<file path="config.mk">
export PLATFORM = sky130hd
export DESIGN_NAME = pt_walker
export DESIGN_NICKNAME = d
export VERILOG_FILES = /design/src/rtl/pt_walker.sv
export SDC_FILE = /design/constraint.sdc
export NUM_CORES = 1
export LEC_CHECK = 0
export CAP_MARGIN = 40
export CORE_MARGIN = 3
export CORE_UTILIZATION = 26
export CTS_BUF_LIST = sky130_fd_sc_hd__clkbuf_8
export DETAILED_ROUTE_END_ITERATION = 8
export PLACE_DENSITY = 0.57
export SYNTH_ARGS = -nofsm -noshare
export SYNTH_HDL_FRONTEND = slang
export SYNTH_SLANG_ARGS = --single-unit
</file>
<file path="constraint.sdc">
create_clock -name clk -period 5.1 [get_ports clk]
set_clock_uncertainty 0.1 [all_clocks]
set_input_delay 1.02 -clock clk [delete_from_list [all_inputs] [get_ports clk]]
set_output_delay 1.02 -clock clk [all_outputs]
set_load 0.005 [all_outputs]
</file>
<file path="src/rtl/pt_walker.sv">
module pt_walker (
  input  logic        clk,
  input  logic        rst_n,
  input  logic        ctrl_load,
  input  logic [31:0] ctrl_data,
  input  logic        root_load,
  input  logic [31:0] root_data,
  input  logic        req_valid,
  output logic        req_ready,
  input  logic [31:0] req_vaddr,
  input  logic        req_write,
  input  logic [1:0]  req_cpl,
  output logic        rsp_valid,
  output logic        rsp_fault,
  output logic [31:0] rsp_paddr,
  output logic [31:0] rsp_ecode,
  output logic [31:0] fault_addr,
  output logic        mem_valid,
  input  logic        mem_ready,
  output logic        mem_write,
  output logic [31:0] mem_addr,
  output logic [31:0] mem_wdata,
  input  logic [31:0] mem_rdata
);
  localparam int P_BIT = 0;
  localparam int W_BIT = 1;
  localparam int U_BIT = 2;
  localparam int A_BIT = 5;
  localparam int D_BIT = 6;
  localparam int S_BIT = 7;

  typedef enum logic [2:0] {IDLE, DIR, TBL, WB, RSP} st_t;
  st_t state;

  logic        pg_on, pe_on;
  logic [19:0] root_q, pde_base;
  logic        pde_w, pde_u;
  logic [31:0] va_q, pa_q, wb_q, wb_addr_q, fa_q;
  logic        wr_q, usr_q, flt_q;
  logic [2:0]  code_q;

  wire xlate_on = pg_on & pe_on;
  wire in_dir   = (state == DIR);
  wire [31:0] e = mem_rdata;

  wire eff_w = in_dir ? e[W_BIT] : (pde_w & e[W_BIT]);
  wire eff_u = in_dir ? e[U_BIT] : (pde_u & e[U_BIT]);
  wire viol  = (wr_q & ~eff_w) | (usr_q & ~eff_u);
  wire need_wb = ~e[A_BIT] | (wr_q & ~e[D_BIT]);
  wire [31:0] leaf_pa = in_dir ? {e[31:22], va_q[21:0]} : {e[31:12], va_q[11:0]};
  wire [31:0] wb_data = e | (32'd1 << A_BIT) | ({31'd0, wr_q} << D_BIT);

  logic unused_bits;
  assign unused_bits = ^{ctrl_data[30:1], root_data[11:0], e[11:8], e[4:3]};

  assign req_ready  = (state == IDLE);
  assign rsp_valid  = (state == RSP);
  assign rsp_fault  = flt_q;
  assign rsp_paddr  = pa_q;
  assign rsp_ecode  = {29'd0, code_q};
  assign fault_addr = fa_q;
  assign mem_valid  = (state == DIR) || (state == TBL) || (state == WB);
  assign mem_write  = (state == WB);
  assign mem_wdata  = wb_q;

  always_comb begin
    case (state)
      DIR:     mem_addr = {root_q, va_q[31:22], 2'b00};
      TBL:     mem_addr = {pde_base, va_q[21:12], 2'b00};
      WB:      mem_addr = wb_addr_q;
      default: mem_addr = 32'd0;
    endcase
  end

  always_ff @(posedge clk or negedge rst_n) begin
    if (!rst_n) begin
      state <= IDLE;
      pg_on <= 1'b0;
      pe_on <= 1'b0;
      root_q <= '0;
      pde_base <= '0;
      pde_w <= 1'b0;
      pde_u <= 1'b0;
      va_q <= '0;
      pa_q <= '0;
      wb_q <= '0;
      wb_addr_q <= '0;
      fa_q <= '0;
      wr_q <= 1'b0;
      usr_q <= 1'b0;
      flt_q <= 1'b0;
      code_q <= '0;
    end else begin
      if (ctrl_load) begin
        pg_on <= ctrl_data[31];
        pe_on <= ctrl_data[0];
      end
      if (root_load) root_q <= root_data[31:12];
      case (state)
        IDLE: if (req_valid) begin
          va_q  <= req_vaddr;
          wr_q  <= req_write;
          usr_q <= (req_cpl == 2'd3);
          if (xlate_on) state <= DIR;
          else begin
            pa_q   <= req_vaddr;
            flt_q  <= 1'b0;
            code_q <= '0;
            state  <= RSP;
          end
        end
        DIR, TBL: if (mem_ready) begin
          if (in_dir && e[P_BIT] && !e[S_BIT]) begin
            pde_base <= e[31:12];
            pde_w    <= e[W_BIT];
            pde_u    <= e[U_BIT];
            state    <= TBL;
          end else if (!e[P_BIT] || viol) begin
            flt_q  <= 1'b1;
            code_q <= {usr_q, wr_q, e[P_BIT]};
            fa_q   <= va_q;
            state  <= RSP;
          end else begin
            flt_q  <= 1'b0;
            code_q <= '0;
            pa_q   <= leaf_pa;
            if (need_wb) begin
              wb_q      <= wb_data;
              wb_addr_q <= mem_addr;
              state     <= WB;
            end else state <= RSP;
          end
        end
        WB:  if (mem_ready) state <= RSP;
        RSP: state <= IDLE;
        default: state <= IDLE;
      endcase
    end
  end

  assert_bypass_R1: assert property (@(posedge clk) disable iff (!rst_n)
    (req_valid && req_ready && !xlate_on) |=>
      (rsp_valid && !rsp_fault && !mem_valid && rsp_paddr == $past(req_vaddr)));

  assert_pulse_R1: assert property (@(posedge clk) disable iff (!rst_n)
    rsp_valid |=> !rsp_valid);

  assert_hold_req_R12: assert property (@(posedge clk) disable iff (!rst_n)
    (mem_valid && !mem_ready) |=>
      (mem_valid && $stable(mem_addr) && $stable(mem_write) && $stable(mem_wdata)));

  assert_wb_accessed_R11: assert property (@(posedge clk) disable iff (!rst_n)
    (mem_valid && mem_write) |-> (mem_wdata[A_BIT] && mem_wdata[P_BIT]));

  assert_ok_code_zero_R9: assert property (@(posedge clk) disable iff (!rst_n)
    (rsp_valid && !rsp_fault) |-> (rsp_ecode == 32'd0));

  assert_fault_addr_R10: assert property (@(posedge clk) disable iff (!rst_n)
    (rsp_valid && rsp_fault) |-> (fault_addr == va_q));

  assert_fault_addr_hold_R10: assert property (@(posedge clk) disable iff (!rst_n)
    !$stable(fault_addr) |-> (rsp_valid && rsp_fault));
endmodule

</file>
Word-level counts from Yosys, hierarchy flattened
Index checks and enable logic that the tools add are counted.
- reductions and logical operators: 17
- muxes and demuxes: 30
- equal/unequal tests: 11
- bitwise logic cells: 15
- operators with widths (operator ; count):
    $mux 32 ; 5
    $pmux 32 s3 ; 1
    $pmux 32 s2 ; 1
    $mux 3 ; 12
    $or 32x7->32 ; 1
    $mux 22 ; 1
    $ne 2x2->1 const B ; 6
    $reduce_and 5->1 ; 2
    $pmux 3 s3 ; 1
    $mux 1 ; 7
    $and 1x1->1 ; 6
    $eq 3x2->1 const B ; 2
    $not 1->1 ; 6
    $pmux 3 s2 ; 1
    $reduce_and 3->1 ; 2
    $reduce_and 6->1 ; 1
    $reduce_and 4->1 ; 1
    $eq 3x1->1 const B ; 1
    $eq 3x3->1 const B ; 1
    $logic_not 3->1 ; 1
    $logic_or 1x1->1 ; 3
    $eq 2x2->1 const B ; 1
    $logic_and 1x1->1 ; 2
    $logic_not 1->1 ; 2
    5 further kinds ; 6
- register bits after elaboration: 213
- bits of input ports: 137

Logic depth before layout (Yosys ltp)
- depth in word-level cells: 10
- gate-level depth with buffers: 7

Worst setup path after synthesis
Ideal clock, no wire load.
- path type: in2reg
- start: in req_valid
- end: reg pa_q[0] (netlist: rsp_paddr[0])
- data required time: 4877 ps
- setup time: 123 ps
- stages on the path: 5
- arrival: 2271 ps
- slack: 2607 ps
- path through: a21bo_2 > nor4_1 > clkbuf_1 > or2b_1 > o221a_2
- word-level cells in the longest chain between the ends: 2
- RTL lines (item ; RTL line ; RTL):
    from (decl) ; 8 ; input logic req_valid,
    $ne 2x2->1 (no line) ; n/a ;
    $reduce_and 6->1 (no line) ; n/a ;
    to (signal assigned) ; 106 ; pa_q <= req_vaddr;
    to (signal assigned) ; 126 ; pa_q <= leaf_pa;
    to (decl) ; 38 ; logic [31:0] va_q, pa_q, wb_q, wb_addr_q, fa_q;
No other way between the ends.
A chain may end at the register's enable or synchronous reset.

Final worst setup path
- start: reg state[1]
- end: out mem_addr[4]
- word-level cells in the longest chain between the ends: 2
- elaborated cells on any way between the ends: 4
- classes of those cells: 3 x eq/ne; 1 x mux
- RTL lines (item ; RTL line ; RTL):
    from (decl) ; 33 ; st_t state;
    from (signal assigned) ; 77 ; state <= IDLE;
    from (signal assigned) ; 104 ; if (xlate_on) state <= DIR;
    from (signal assigned) ; 109 ; state <= RSP;
    $eq 3x2->1 or $eq 3x1->1 (tied branches) ; 67 ; case (state)
    $pmux 32 s3 (*) ; 67 ;
    to (decl) ; 21 ; output logic [31:0] mem_addr,
Mark *: on every way between the ends. The rest lies on a longest branch, timed or not.

==> metrics.log <==
INFO  metric cts_max_path_buffers = 3
INFO  metric port_buffers = 230
INFO  metric slew_violations = 0
INFO  metric firstDrtPassIters = 6
INFO  metric overflow = 0
INFO  metric mappedNetlistArea = 9750 sq um
INFO  metric run_status = completed
INFO  metric p_r_area_growth_vs_syn = 37.0%
INFO  metric timing.critical_path.arrival = 3.07 ns
INFO  metric timing.critical_path.required = 3.98 ns
INFO  metric die_h = 200 um
INFO  metric critical_path.startpoint_type = register
INFO  metric cts_root_buf = clkbuf_8
INFO  metric dominantRegCellSynth = dfrtp_1
INFO  metric yosysTopAreaCell = dfrtp_1
INFO  metric vdd_drop_max = 280 uV
INFO  metric setup.worst_path.class = register to output pin
INFO  metric synth_most_common_cell = dfrtp_1
INFO  metric cp_slowest_cell = dfrtp_2
INFO  metric finalCritPeriodShare = 82.2%
INFO  metric p_total = 6.54 mW
INFO  metric num-nets-final = 1075
INFO  metric worstPathCellList = nor2b_4 -> buf_16 -> a22oi_1 -> nor2_1 -> clkdlybuf4s50_1
INFO  metric chipWidth = 200 um
INFO  metric post_cts_resize_count = 0
INFO  metric drive_gt1_share = 33.4%
INFO  metric global_route_wire_length_before_repair = 44600 um
INFO  metric holdCritPathClass = primary input to asynchronous set/reset pin
INFO  metric fp-row-count = 70
INFO  metric fillerInstances = 3615
INFO  metric ys_top_cells_by_count = 213 x dfrtp_1, 153 x mux2_2, 44 x mux2_4
INFO  metric synth.area.top_cells = dfrtp_1 55%, mux2_2 18%, mux2_4 6.8%
INFO  metric antenna_found_initial = 2
INFO  metric cts_sinks = 213
INFO  metric detail_route.wl_per_cell = 20.8 um
INFO  metric yosys.cell_types.count = 45
INFO  metric ios = 302
INFO  metric finalSetupTns = 0 ns
INFO  metric cts_hold_repair.buffers = 0
INFO  metric path_clk_slew = 0.06 ns
INFO  metric slew_headroom = 52.8%
INFO  metric vias_per_cell = 4.57
INFO  metric synth_edf_count = 0
INFO  metric synth_top_area_share = 54.7%
INFO  metric number_of_global_route_vias_before_repair = 7055
INFO  metric maxClockFrequency = 0.238 GHz
INFO  metric globalplace.congestion = 0.728
INFO  metric worstSetupEndpointType = output pin
INFO  metric worst-slew-pin-transition = 0.708 ns
INFO  metric largest_net_degree_at_the_start_of_global_routing = 88
INFO  metric finalHoldWorstSlack = 0.348 ns
INFO  metric placeableCoreArea = 36800 sq um
INFO  metric route.vias.total = 6543
INFO  metric cp_top_family = buffers and inverters
INFO  metric initial_utilization = 26.5%
INFO  metric final_core_utilization = 36.3%
INFO  metric report.final.setup_viol = 0
INFO  metric yosysWarnings = 0
INFO  metric drc = 0
INFO  metric unrepaired_setup_endpoints_after_global_routing = no
INFO  metric detailed_place_hpwl = 20000 um
INFO  metric synthesis.instances = 694
INFO  metric cts_inserted_buffers = 42
INFO  metric route.antenna.remaining_nets = 0
INFO  metric drv_cap = 0
INFO  metric cp.buffers_inverters = 2
INFO  metric die_area = 39900 sq um
INFO  metric hold_viol = 0
INFO  metric cts-htree-levels = 2
INFO  metric clkLatencyLatePin = 0.57 ns
INFO  metric timing.critical_path.fanout_max = 25
INFO  metric cts.repair_timing.setup_buffer_count = 0
INFO  metric drt_wl_total = 29800 um
INFO  metric ys_ff_latch = 213
INFO  metric drt-initial-drc-count = 190
INFO  metric synth_seq_area_share = 54.7%
INFO  metric power.static_leakage = 5.80 nW
INFO  metric avgSynthCellArea = 14.0 sq um
INFO  metric asyncSetResetFlopFracSynth = 100%
INFO  metric finalCriticalPeriod = 4.19 ns
INFO  metric grt.total_usage = 14.9%
INFO  metric cellPowerDensity = 489 nW/um^2
INFO  metric cts_tree = yes
INFO  metric critical_path.max_stage_delay = 0.79 ns
[power by group]
group	internal (mW)	switching [mW]
clock network	0.990	0.754
registers	2.27	0.403
logic	1.40	0.728
[registers in the layout, summed over array words and instances (netlist names), 20 cells and up]
name / cells
fault_addr: 32
mem_wdata: 32
rsp_paddr: 32
va_q: 32
wb_addr_q: 32
pde_base: 20
root_q: 20
[metrics by stage]
stage / area [sq um] / cells / worst slack [ns]
2_1_floorplan: 9860 / 722 / 2.61
3_5_place_dp: 12500 / 1362 / 1.47
6_report: 13400 / 1433 / 0.906
4_1_cts: 13400 / 1432 / 0.826
5_1_grt: 13400 / 1433 / 0.694
3_3_place_gp: 12400 / 1358 / 1.07
[worst paths after layout]
path | startpoint | to | slack (ns) | cells past startpoint
min | rst_n | rsp_paddr[15]$_DFFE_PN0P_ | 0.35 | 1
min in group clk | wb_addr_q[1]$_DFFE_PN0P_ | wb_addr_q[1]$_DFFE_PN0P_ | 0.37 | 1
max reg2reg | state[1]$_DFFE_PN0P_ | wb_addr_q[2]$_DFFE_PN0P_ | 1.88 | 7
max in group asynchronous | rst_n | state[1]$_DFFE_PN0P_ | 3.45 | 2
max | state[1]$_DFFE_PN0P_ | mem_addr[4] | 0.91 | 5
min reg2reg | wb_addr_q[1]$_DFFE_PN0P_ | wb_addr_q[1]$_DFFE_PN0P_ | 0.37 | 1
[placed cells by master (no fill, tap or decap), types with 2 or more instances in the layout]
cell	synthesis	final
o221a_2	32	32
nor2_1	35	34
o22ai_1	2	2
mux2_1	10	10
or2b_1	18	18
clkbuf_8	0	54
buf_4	33	9
buf_12	0	5
o2bb2ai_1	2	2
o21ai_0	5	5
mux2_4	44	44
buf_8	0	3
and2_1	7	6
dfrtp_1	213	210
a21oi_1	3	3
o22a_1	2	2
dfrtp_2	0	3
clkdlybuf4s50_1	0	229
a22oi_1	31	31
nor3_1	3	3
inv_1	5	16
nor2b_1	6	5
nand2b_1	20	20
clkinv_2	0	3
nand2_1	5	5
a21bo_2	3	3
mux2_2	153	153
conb_1	1	29
[per-layer routing]
layer  part of all wire (%)  GRT usage, %
met1                     43          18.9
met2                     47          23.8
met3                    7.9          5.68
met4                    2.3          4.32
met5                  0.044             0
[cell families (layout without fill, tap and decap cells)]
family | after synthesis | after routing | share of synthesized area, %
other | 1 | 30 | 0.0385
and+or+nand+nor | 102 | 102 | 6.04
AOI/OAI and AO/OA | 90 | 90 | 8.42
DFF | 213 | 213 | 54.7
muxes | 208 | 208 | 25.7
buffers and inverters | 80 | 322 | 5.13
[final cells by class]
type                    count  area (sq um)  area share [%]
clock buffers              54           743            5.56
well taps                 468           586            4.38
repair buffers            247          2530            19.0
multi-input cells         429          4050            30.3
inverters                   5          18.8           0.140
clock inverters            16          93.8           0.702
diodes                      1          2.50          0.0187
flip-flops and latches    213          5330            39.9
[worst reg2reg max path, stage by stage (launching register included)]
cell and delay [ns]:
dfrtp_2 0.79, buf_4 0.47, and4bb_1 0.32, o221a_2 0.33, nand4_4 0.16, buf_12 0.28, buf_12 0.29, mux2_2 0.38
(Power assumes the default switching activity.)
